==> src/rtl/dss_pkg.sv <==
// Package: shared state encoding for the drive-link conversion engines.
// Assumes nothing beyond being compiled before the modules that import it.
package dss_pkg;

    typedef enum logic [1:0] {
        ENG_IDLE   = 2'd0,
        ENG_FETCH  = 2'd1,
        ENG_SHIFT  = 2'd2,
        ENG_GATHER = 2'd3
    } eng_state_e;

endpackage

==> src/rtl/dss_engine.sv <==
// One conversion engine. On a grant it captures drive, direction and word
// count. Write: takes words over valid/ready and shifts them out MSB first.
// Read: samples its serial input every clock and emits a word per 16 bits.
// Assumes the grant arrives only while the engine is idle, and that the
// consumer always takes a read word in the cycle it is strobed.
module dss_engine
    import dss_pkg::*;
#(
    parameter int WORD_W = 16,
    parameter int CNT_W  = 8,
    parameter int SEL_W  = 2
) (
    input  logic              clk,
    input  logic              rst_n,
    input  logic              go,
    input  logic [SEL_W-1:0]  go_drv,
    input  logic              go_write,
    input  logic [CNT_W-1:0]  go_words,
    input  logic              wr_valid,
    input  logic [WORD_W-1:0] wr_data,
    output logic              wr_ready,
    output logic              rd_valid,
    output logic [WORD_W-1:0] rd_data,
    input  logic              ser_in,
    output logic              ser_out,
    output logic              busy,
    output logic              done,
    output logic [SEL_W-1:0]  cur_drv,
    output logic              cur_write
);

    localparam int              BIT_W    = $clog2(WORD_W);
    localparam logic [BIT_W-1:0] LAST_BIT = BIT_W'(WORD_W - 1);

    eng_state_e        state;
    logic [SEL_W-1:0]  drv_q;
    logic              dir_q;
    logic [CNT_W-1:0]  left_q;
    logic [BIT_W-1:0]  bit_q;
    logic [WORD_W-1:0] shreg;
    logic [WORD_W-1:0] rd_data_q;
    logic              rd_valid_q;
    logic              done_q;
    logic              last_word;

    // Final word of the transfer is the one in flight.
    assign last_word = (left_q == CNT_W'(1));

    // Transfer sequencing, shifting and word capture.
    always_ff @(posedge clk) begin
        if (!rst_n) begin
            state      <= ENG_IDLE;
            drv_q      <= '0;
            dir_q      <= 1'b0;
            left_q     <= '0;
            bit_q      <= '0;
            shreg      <= '0;
            rd_data_q  <= '0;
            rd_valid_q <= 1'b0;
            done_q     <= 1'b0;
        end else begin
            rd_valid_q <= 1'b0;
            done_q     <= 1'b0;
            unique case (state)
                ENG_IDLE: begin
                    if (go) begin
                        drv_q  <= go_drv;
                        dir_q  <= go_write;
                        left_q <= go_words;
                        bit_q  <= LAST_BIT;
                        state  <= go_write ? ENG_FETCH : ENG_GATHER;
                    end
                end
                ENG_FETCH: begin
                    if (wr_valid) begin
                        shreg <= wr_data;
                        bit_q <= LAST_BIT;
                        state <= ENG_SHIFT;
                    end
                end
                ENG_SHIFT: begin
                    shreg <= shreg << 1;
                    if (bit_q == '0) begin
                        left_q <= left_q - CNT_W'(1);
                        if (last_word) begin
                            state  <= ENG_IDLE;
                            done_q <= 1'b1;
                        end else if (wr_valid) begin
                            shreg <= wr_data;
                            bit_q <= LAST_BIT;
                        end else begin
                            state <= ENG_FETCH;
                        end
                    end else begin
                        bit_q <= bit_q - BIT_W'(1);
                    end
                end
                ENG_GATHER: begin
                    shreg <= {shreg[WORD_W-2:0], ser_in};
                    if (bit_q == '0) begin
                        rd_data_q  <= {shreg[WORD_W-2:0], ser_in};
                        rd_valid_q <= 1'b1;
                        bit_q      <= LAST_BIT;
                        left_q     <= left_q - CNT_W'(1);
                        if (last_word) begin
                            state  <= ENG_IDLE;
                            done_q <= 1'b1;
                        end
                    end else begin
                        bit_q <= bit_q - BIT_W'(1);
                    end
                end
                default: state <= ENG_IDLE;
            endcase
        end
    end

    // Ready while waiting for a word, or on the last bit when more follow.
    assign wr_ready  = (state == ENG_FETCH) ||
                       ((state == ENG_SHIFT) && (bit_q == '0) && !last_word);
    assign ser_out   = (state == ENG_SHIFT) && shreg[WORD_W-1];
    assign busy      = (state != ENG_IDLE);
    assign done      = done_q;
    assign rd_valid  = rd_valid_q;
    assign rd_data   = rd_data_q;
    assign cur_drv   = drv_q;
    assign cur_write = dir_q;

    // captured settings hold steady for the whole transfer.
    assert_cfg_held_R6: assert property (@(posedge clk) disable iff (!rst_n)
        (busy && $past(busy)) |-> ($stable(drv_q) && $stable(dir_q)));

    // the end strobe coincides with the engine being free.
    assert_done_idle_R5: assert property (@(posedge clk) disable iff (!rst_n)
        done |-> !busy);

    // read words only ever come from a read transfer.
    assert_rdvalid_read_R4: assert property (@(posedge clk) disable iff (!rst_n)
        rd_valid |-> !dir_q);

    // a write word is accepted only into a running write transfer.
    assert_ready_write_R2: assert property (@(posedge clk) disable iff (!rst_n)
        wr_ready |-> (busy && dir_q));

endmodule

==> src/rtl/dss_arbiter.sv <==
// Start arbiter. It grants a start only to an idle engine with a nonzero
// count whose drive is neither held by a busy engine nor granted to a
// lower-numbered engine in the same cycle. A start that reaches an idle
// engine and is not granted raises a one-cycle error. A start to a busy
// engine is dropped silently.
// Assumes busy/held_drv come straight from the engines.
module dss_arbiter #(
    parameter int NUM_ENG = 2,
    parameter int SEL_W   = 2
) (
    input  logic                     clk,
    input  logic                     rst_n,
    input  logic [NUM_ENG-1:0]       start,
    input  logic [NUM_ENG-1:0]       cnt_zero,
    input  logic [NUM_ENG-1:0]       busy,
    input  logic [NUM_ENG*SEL_W-1:0] req_drv,
    input  logic [NUM_ENG*SEL_W-1:0] held_drv,
    output logic [NUM_ENG-1:0]       grant,
    output logic [NUM_ENG-1:0]       err
);

    logic [NUM_ENG-1:0] err_q;

    // Grant in index order; lower index wins a shared drive.
    always_comb begin
        logic ok;
        grant = '0;
        for (int e = 0; e < NUM_ENG; e++) begin
            ok = start[e] && !busy[e] && !cnt_zero[e];
            for (int o = 0; o < NUM_ENG; o++) begin
                if (o != e && busy[o] &&
                    held_drv[o*SEL_W +: SEL_W] == req_drv[e*SEL_W +: SEL_W])
                    ok = 1'b0;
                if (o < e && grant[o] &&
                    req_drv[o*SEL_W +: SEL_W] == req_drv[e*SEL_W +: SEL_W])
                    ok = 1'b0;
            end
            grant[e] = ok;
        end
    end

    // Register refusal strobes.
    always_ff @(posedge clk) begin
        if (!rst_n) err_q <= '0;
        else        err_q <= start & ~busy & ~grant;
    end

    assign err = err_q;

    generate
        for (genvar e = 0; e < NUM_ENG; e++) begin : g_chk
            // a refused engine has not started.
            assert_refused_idle_R8: assert property (@(posedge clk) disable iff (!rst_n)
                err[e] |-> !busy[e]);
        end
    endgenerate

endmodule

==> src/rtl/dss_xbar.sv <==
// Switching matrix between engines and drive links. Each drive line is the
// OR of the engines writing to it, which is at most one. Each engine reads
// the input line of the drive it holds.
// Assumes the arbiter keeps drive ownership exclusive.
module dss_xbar #(
    parameter int NUM_ENG = 2,
    parameter int NUM_DRV = 4,
    parameter int SEL_W   = 2
) (
    input  logic [NUM_ENG*SEL_W-1:0] eng_drv,
    input  logic [NUM_ENG-1:0]       eng_talk,
    input  logic [NUM_ENG-1:0]       eng_txd,
    input  logic [NUM_DRV-1:0]       drive_rxd,
    output logic [NUM_DRV-1:0]       drive_txd,
    output logic [NUM_ENG-1:0]       eng_rxd
);

    // Route writing engines onto drive lines; idle lines stay 0.
    always_comb begin
        drive_txd = '0;
        for (int d = 0; d < NUM_DRV; d++) begin
            for (int e = 0; e < NUM_ENG; e++) begin
                if (eng_talk[e] && eng_drv[e*SEL_W +: SEL_W] == SEL_W'(d))
                    drive_txd[d] = drive_txd[d] | eng_txd[e];
            end
        end
    end

    // Route each drive's input to the engine holding it.
    always_comb begin
        for (int e = 0; e < NUM_ENG; e++)
            eng_rxd[e] = drive_rxd[eng_drv[e*SEL_W +: SEL_W]];
    end

endmodule

==> src/rtl/disk_serdes_switch.sv <==
// Top: two conversion engines shared among four serial drive links.
// Per engine, a start strobe with drive index, direction and word count
// launches one transfer; the arbiter enforces exclusive drive use.
// Assumes read words are consumed when strobed.
module disk_serdes_switch #(
    parameter int NUM_ENG = 2,
    parameter int NUM_DRV = 4,
    parameter int WORD_W  = 16,
    parameter int CNT_W   = 8,
    localparam int SEL_W  = $clog2(NUM_DRV)
) (
    input  logic                      clk,
    input  logic                      rst_n,
    input  logic [NUM_ENG-1:0]        cmd_start,
    input  logic [NUM_ENG*SEL_W-1:0]  cmd_drive,
    input  logic [NUM_ENG-1:0]        cmd_write,
    input  logic [NUM_ENG*CNT_W-1:0]  cmd_words,
    input  logic [NUM_ENG-1:0]        wr_valid,
    input  logic [NUM_ENG*WORD_W-1:0] wr_data,
    output logic [NUM_ENG-1:0]        wr_ready,
    output logic [NUM_ENG-1:0]        rd_valid,
    output logic [NUM_ENG*WORD_W-1:0] rd_data,
    output logic [NUM_ENG-1:0]        xfer_busy,
    output logic [NUM_ENG-1:0]        xfer_done,
    output logic [NUM_ENG-1:0]        xfer_err,
    output logic [NUM_DRV-1:0]        drive_txd,
    input  logic [NUM_DRV-1:0]        drive_rxd
);

    logic [NUM_ENG-1:0]       grant;
    logic [NUM_ENG-1:0]       cnt_zero;
    logic [NUM_ENG*SEL_W-1:0] held_drv;
    logic [NUM_ENG-1:0]       eng_dir;
    logic [NUM_ENG-1:0]       eng_talk;
    logic [NUM_ENG-1:0]       eng_txd;
    logic [NUM_ENG-1:0]       eng_rxd;

    generate
        for (genvar e = 0; e < NUM_ENG; e++) begin : g_eng
            // Zero-count detection per engine.
            assign cnt_zero[e] = (cmd_words[e*CNT_W +: CNT_W] == '0);

            dss_engine #(
                .WORD_W(WORD_W), .CNT_W(CNT_W), .SEL_W(SEL_W)
            ) u_eng (
                .clk      (clk),
                .rst_n    (rst_n),
                .go       (grant[e]),
                .go_drv   (cmd_drive[e*SEL_W +: SEL_W]),
                .go_write (cmd_write[e]),
                .go_words (cmd_words[e*CNT_W +: CNT_W]),
                .wr_valid (wr_valid[e]),
                .wr_data  (wr_data[e*WORD_W +: WORD_W]),
                .wr_ready (wr_ready[e]),
                .rd_valid (rd_valid[e]),
                .rd_data  (rd_data[e*WORD_W +: WORD_W]),
                .ser_in   (eng_rxd[e]),
                .ser_out  (eng_txd[e]),
                .busy     (xfer_busy[e]),
                .done     (xfer_done[e]),
                .cur_drv  (held_drv[e*SEL_W +: SEL_W]),
                .cur_write(eng_dir[e])
            );

            // An engine drives a line only while running a write.
            assign eng_talk[e] = xfer_busy[e] & eng_dir[e];
        end
    endgenerate

    dss_arbiter #(.NUM_ENG(NUM_ENG), .SEL_W(SEL_W)) u_arb (
        .clk     (clk),
        .rst_n   (rst_n),
        .start   (cmd_start),
        .cnt_zero(cnt_zero),
        .busy    (xfer_busy),
        .req_drv (cmd_drive),
        .held_drv(held_drv),
        .grant   (grant),
        .err     (xfer_err)
    );

    dss_xbar #(.NUM_ENG(NUM_ENG), .NUM_DRV(NUM_DRV), .SEL_W(SEL_W)) u_xbar (
        .eng_drv  (held_drv),
        .eng_talk (eng_talk),
        .eng_txd  (eng_txd),
        .drive_rxd(drive_rxd),
        .drive_txd(drive_txd),
        .eng_rxd  (eng_rxd)
    );

    generate
        for (genvar d = 0; d < NUM_DRV; d++) begin : g_drv_chk
            logic [NUM_ENG-1:0] on_drive;
            for (genvar e = 0; e < NUM_ENG; e++) begin : g_own
                assign on_drive[e] = xfer_busy[e] &&
                                     held_drv[e*SEL_W +: SEL_W] == SEL_W'(d);
            end
            // no two busy engines ever hold one drive.
            assert_one_owner_R8: assert property (@(posedge clk) disable iff (!rst_n)
                $onehot0(on_drive));
            // a line with no writer stays at 0.
            assert_idle_line_R7: assert property (@(posedge clk) disable iff (!rst_n)
                ((on_drive & eng_dir) == '0) |-> !drive_txd[d]);
        end
    endgenerate

endmodule

==> config.mk <==
export PLATFORM = sky130hd
export DESIGN_NAME = disk_serdes_switch
export DESIGN_NICKNAME = d
export VERILOG_FILES = /design/src/rtl/dss_pkg.sv /design/src/rtl/dss_engine.sv /design/src/rtl/dss_arbiter.sv /design/src/rtl/dss_xbar.sv /design/src/rtl/disk_serdes_switch.sv
export SDC_FILE = /design/constraint.sdc
export NUM_CORES = 1
export LEC_CHECK = 0
export BUFFER_PORTS_ARGS = -buffer_cell sky130_fd_sc_hd__buf_4
export CORE_MARGIN = 5
export CORE_UTILIZATION = 35
export CTS_CLUSTER_SIZE = 12
export DETAILED_ROUTE_END_ITERATION = 10
export PLACE_DENSITY = 0.57
export SKIP_LAST_GASP = 1
export SLEW_MARGIN = 20
export SYNTH_ARGS = -nofsm -noshare
export SYNTH_HDL_FRONTEND = slang
export SYNTH_SLANG_ARGS = --single-unit
==> constraint.sdc <==
create_clock -name clk -period 5.6 [get_ports clk]
set_input_delay 0.28 -clock clk [delete_from_list [all_inputs] [get_ports clk]]
set_output_delay 0.28 -clock clk [all_outputs]
set_load 0.005 [all_outputs]
# Word level (Yosys, flattened, before mapping)
# Index checks and enable logic that the tools add are counted.
[totals]
regBits = 104
output_inout_bits = 46
elab_cells = 194
[classes]
add_sub_neg = 4
magnitude_cmp = 2
eq_ne = 33
n_mux = 65
bitwise = 10
reduce_logical = 61
[ops]
columns = ["cell", "count"]
rows = [
  ["$mux 16", 8],
  ["$pmux 16 s3", 2],
  ["$mux 4", 10],
  ["$mux 2", 16],
  ["$mux 8", 4],
  ["$pmux 4 s4", 2],
  ["$pmux 8 s2", 2],
  ["$logic_and 1x1->1", 21],
  ["$ne 2x1->1 const B", 10],
  ["$reduce_and 2->1", 10],
  ["$mux 1", 17],
  ["$eq 2x2->1 const B", 8],
  ["$eq 8x1->1 const B", 2],
  ["$logic_not 8->1", 2],
  ["$pmux 2 s4", 2],
  ["$sub 8x1->8 const B", 2],
  ["$reduce_and 3->1", 4],
  ["$reduce_and 6->1", 2],
  ["$eq 2x1->1 const B", 4],
  ["$logic_not 2->1", 4],
  ["$logic_not 4->1", 2],
  ["$reduce_bool 2->1", 4],
  ["$sub 4x1->4 const B", 2],
  ["$eq 2x2->1", 3],
  ["other kinds (13)", 32],
]

# Depth between registers and ports, before layout
[logic_depth]
word_depth = 9
depth_mapped = 9

# Hierarchy
# A second synthesis with hierarchy kept.
[unflattened]
hier_cells = 764
area_unflattened_um2 = 6048.3
[by_module_without_submodules]
columns = ["module", "n_inst", "cells_each", "area_each_um2"]
rows = [
  ["dss_engine (g_eng[1].u_eng)", 1, 367, 2909.0],
  ["dss_engine (g_eng[0].u_eng)", 1, 362, 2806.4],
  ["dss_arbiter", 1, 15, 178.9],
  ["dss_xbar", 1, 12, 103.8],
  ["disk_serdes_switch", 1, 8, 50.0],
]

# Least setup slack after synthesis
# No wires, ideal clock.
[synth_timing]
kind = "flip-flop to flip-flop"
from = "register g_eng[0].u_eng.bit_q[0]"
to = "register g_eng[0].u_eng.rd_data_q[6]"
setup_time_ns = 0.132
arrival_time_ns = 1.782
required_ns = 5.468
setup_slack_ns = 3.686
path_stages_with_launch = 10
n_path_buf = 2
cell_sequence = "dfxtp_1 > inv_1 > ha_1 > nor3b_1 > and2_0 > buf_2 > nand2_1 > clkbuf_1 > nand2_1 > a21oi_1"
[synth_via]
elab_chain_cells = 2
[synth_rtl]
columns = ["item", "line_no", "rtl"]
rows = [
  ["start, declared", "dss_engine.sv:39", "logic [BIT_W-1:0] bit_q;"],
  ["start signal, assigned", "dss_engine.sv:95", "bit_q <= bit_q - BIT_W'(1);"],
  ["start signal, assigned", "dss_engine.sv:110", "bit_q <= bit_q - BIT_W'(1);"],
  ["$logic_not 4->1", "dss_engine.sv:100", "if (bit_q == '0) begin"],
  ["$reduce_and 2->1 (no source line)", "-", ""],
  ["end signal, assigned", "dss_engine.sv:101", "rd_data_q <= {shreg[WORD_W-2:0], ser_in};"],
  ["end, declared", "dss_engine.sv:41", "logic [WORD_W-1:0] rd_data_q;"],
]
# No other way between the ends.
# A chain may end at the register's enable or synchronous reset.

# Worst setup path in the final report
[layout_timing]
from = "register g_eng[0].u_eng.bit_q[0]"
to = "output port wr_ready[0]"
[layout_via]
elab_chain_cells = 4
[layout_rtl]
columns = ["item", "line_no", "rtl"]
rows = [
  ["$logic_not 4->1", "dss_engine.sv:120", "((state == ENG_SHIFT) && (bit_q == '0) && !last_word);"],
  ["$logic_and 1x1->1 (2 in a row)", "dss_engine.sv:120", ""],
  ["$logic_or 1x1->1", "dss_engine.sv:119", "assign wr_ready = (state == ENG_FETCH) ||"],
  ["end, declared", "disk_serdes_switch.sv:20", "output logic [NUM_ENG-1:0] wr_ready,"],
]
# No other way between the ends.

==> metrics <==
Bufs on Longest Clock Path=2; antenna cells=0; Root Driver=clkbuf_16; vias=around 5000; worst path required time=5.32 ns; CP Class=flip-flop to primary output; row count=44; met3 global-route usage=7.18%; Worst Hold Class=primary input to flip-flop; Slew HR=36.0%; flop2flop setup slack=slightly above 3 ns; first-pass GRT wire length=around 25 mm; VDD IR-drop max=0.000229 V; Lkg Pwr=2.60 nW; worst-path fanout max=6; crit path from=g_eng[0].u_eng.bit_q[0]; routed via count divided by cell count=about 5.4; Critical R2R Launch=g_eng[0].u_eng.bit_q[0]; crit path cell chain=inv_1, ha_1, nor3b_1, and2_0, nand2_1, o22ai_1, buf_4; Sw Ratio=38.2%; synthesized area per cell=around 8 µm²; Ports=110; DRC=0; Slew @ Worst Pin=0.958 ns; Fill cells=roughly 1500; CP Capture Type=primary output; clk slew on worst S/H paths=about 0.07 ns; total CTS buffers=9; CP peak stage delay=approximately 0.57 ns; post-CTS setup repair buffer count=0; outcome=complete, no violations; setup TNS=0 ns; sequential area share after synthesis=40.0%; H-tree levels=3; final RePlAce weighted congestion=0.827; Mapped Nets=724; Sink Count=104; final core occ=43.5%; crit path launch type=flip-flop; met2 Use GR=26.5%; Tmin final=2.66 ns; Layout area overhead=21.8%; Max-Cap Viols=0; hold-fix buffers at CTS=0; clk_lat worst skew=0.35 ns; Pwr Density=435 nW/µm²; P_sw=0.00105 W; initial antenna violation count=0; pre-CTS setup slack=2.84 ns; DRT Pass-1 Iters=5; logic gate share of total power=35.3%; Most Used Layer, Global Route=met2; die height=132 µm; FF+latch count, synth=around 100; fin. max-slew vios=0; fmax=around 0.38 GHz; Hold Violations, Final=0; Total Power=0.00276 W; TritonCTS clock tree=done; skew final=0.0108 ns; final setup fails=0; Setup crit end=wr_ready[0]; vias in the first global route=4903; RSZ-0062 raised after global routing=no; gr usage total=17.1%; Clk pwr share=25.7%; R2R depth=6; worst path arrival time=2.38 ns; Synth cell types=68; Pint=0.00170 W; layout cells sized above 1=21.1%; post_cts resized=0; Post-Synthesis Cells=654; largest net degree at the start of global routing=63; WL final=between 10 and 15 mm; grt total ovfl=0; FFs w/ async S/R, synth=0%; post-route ant nets=0; sequential power share=39.0%; WL per Instance=about 16 µm; period utilization=47.5%; Slowest cell on crit path=nor3b_1; synthesized area=5210 µm²; yosys warns=0; Initial Util=35.7%; core area=14600 µm²; worst reg2reg endpoint=g_eng[0].u_eng.shreg[12]; Die ar.=17400 µm²; min setup slack post-route=2.94 ns; ys flop type=dfxtp_1; met1 Resource Use GR=22.1%; dpl hpwl=10.5 mm; Post-synth EDFFs=0; die span in x=132 µm; I/O Buffers=109; Initial DRC Count=289; fin nets=791
==> worst max-delay path: cells and delay by family, from the launching register on <==
family	cells	cell delay [ns]
and+or+nand+nor	3	1.05
DFF	1	0.34
buffers and inverters	2	0.24
adders and majority gates	1	0.22
AOI/OAI and AO/OA	1	0.18
==> cells in the final DEF, fill, tap and decap left out, drive strengths merged, types with 4 or more instances in the layout <==
cell    synthesis  layout
o21ai          52      52
o211ai          5       5
nand4           4       4
a211oi         10      10
buf            24     110
a31oi          19      19
clkbuf         30      11
inv            24      26
dfxtp         104     104
nor3           10      10
a41oi           4       4
ha              6       6
o22ai           9       9
mux2i          16      16
a21oi          79      79
o221a           4       4
nand3          13      13
nor4            4       4
or3             5       5
o32ai           4       4
nand2         139     139
xnor2           4       4
and3            9       9
nor2           30      30
==> layout make-up <==
cell class	instances	area, µm²	share of cell area [%]
clock buffers	11	253	3.99
clock inverters	5	85.1	1.34
inverters	24	90.1	1.42
multi-input cells	472	2780	43.8
flip-flops and latches	104	2080	32.8
well taps	184	230	3.63
repair buffers	110	826	13.0
==> cell families (layout without fill, tap and decap cells) <==
logic type | after synthesis | count (layout) | synth area share [%]
compound gates | 211 | 211 | 25.8
xor+xnor | 6 | 6 | 1.01
fa+ha+maj | 6 | 6 | 1.44
buf+inv | 78 | 150 | 6.99
flops | 104 | 104 | 40.0
mux | 18 | 18 | 3.94
simple gates | 231 | 231 | 20.9
==> power by group through the flow <==
stage | logic (W) | clock network [W] | registers [W]
global route | 0.00109 | 0.000761 | 0.00110
finish | 0.000971 | 0.000709 | 0.00108
global placement | 0.000943 | 0 | 0.00108
floorplan | 0.000797 | 0 | 0.00102
detailed placement | 0.000963 | 0 | 0.00109
CTS | 0.000969 | 0.000730 | 0.00107
==> stage by stage <==
stage	instances	hold WS, ns	instance area (µm²)
2_1_floorplan	654	0.406	5210
3_3_place_gp	894	0.446	5990
3_5_place_dp	894	0.450	5990
4_1_cts	910	0.177	6330
5_1_grt	910	0.189	6340
6_report	910	0.194	6340
==> worst min path at each step <==
stage               cells past startpoint                        from                         end  slack (ns)
global placement                        2   g_eng[0].u_eng.rd_data[9]   g_eng[0].u_eng.rd_data[9]        0.45
finish                                  3                 wr_data[26]    g_eng[1].u_eng.shreg[10]        0.19
global route                            3                 wr_data[26]    g_eng[1].u_eng.shreg[10]        0.19
floorplan                               2                cmd_start[0]                u_arb.err[0]        0.41
detailed placement                      2  g_eng[0].u_eng.rd_data[10]  g_eng[0].u_eng.rd_data[10]        0.45
CTS                                     3                 wr_data[26]    g_eng[1].u_eng.shreg[10]        0.18
==> per-layer routing <==
metal,vias to the layer above,share of wire (%),wire length (µm)
met4,0,1.3,201
met3,16,8.9,1330
met5,-,0,0
met2,183,45,6680
met1,2301,45,6760
li1,2450,-,-
==> registers in the layout, indices dropped and copies added, names as in the netlist <==
name,count
g_eng.u_eng.left_q,16
g_eng.u_eng.rd_data,32
g_eng.u_eng.cur_write,2
u_arb.err,2
g_eng.u_eng.shreg,32
g_eng.u_eng.bit_q,8
g_eng.u_eng.cur_drv,4
g_eng.u_eng.done,2
g_eng.u_eng.state,4
g_eng.u_eng.rd_valid,2
==> cell usage after synthesis (all sizes together), types with 2 or more instances <==
master	instances	area, µm²
nand2	139	524
dfxtp	104	2080
a21oi	79	410
o21ai	52	260
clkbuf	30	114
nor2	30	139
buf	24	160
inv	24	90.1
a31oi	19	119
mux2i	16	160
nand3	13	65.1
a211oi	10	75.1
nor3	10	50.1
and3	9	61.3
o22ai	9	56.3
ha	6	75.1
o211ai	5	51.3
or3	5	31.3
a41oi	4	42.6
nand4	4	25.0
nor4	4	55.1
o221a	4	45.0
o32ai	4	35.0
xnor2	4	35.0
and4	3	26.3
nor2b	3	18.8
nor3b	3	22.5
o211a	3	30.0
o31ai	3	22.5
or4	3	30.0
a221oi	2	23.8
a22oi	2	15.0
and2	2	12.5
mux4	2	45.0
nor4b	2	17.5
o2111a	2	22.5
o21bai	2	15.0
o31a	2	17.5
xor2	2	17.5
Power figures use the tool's default switching activity.
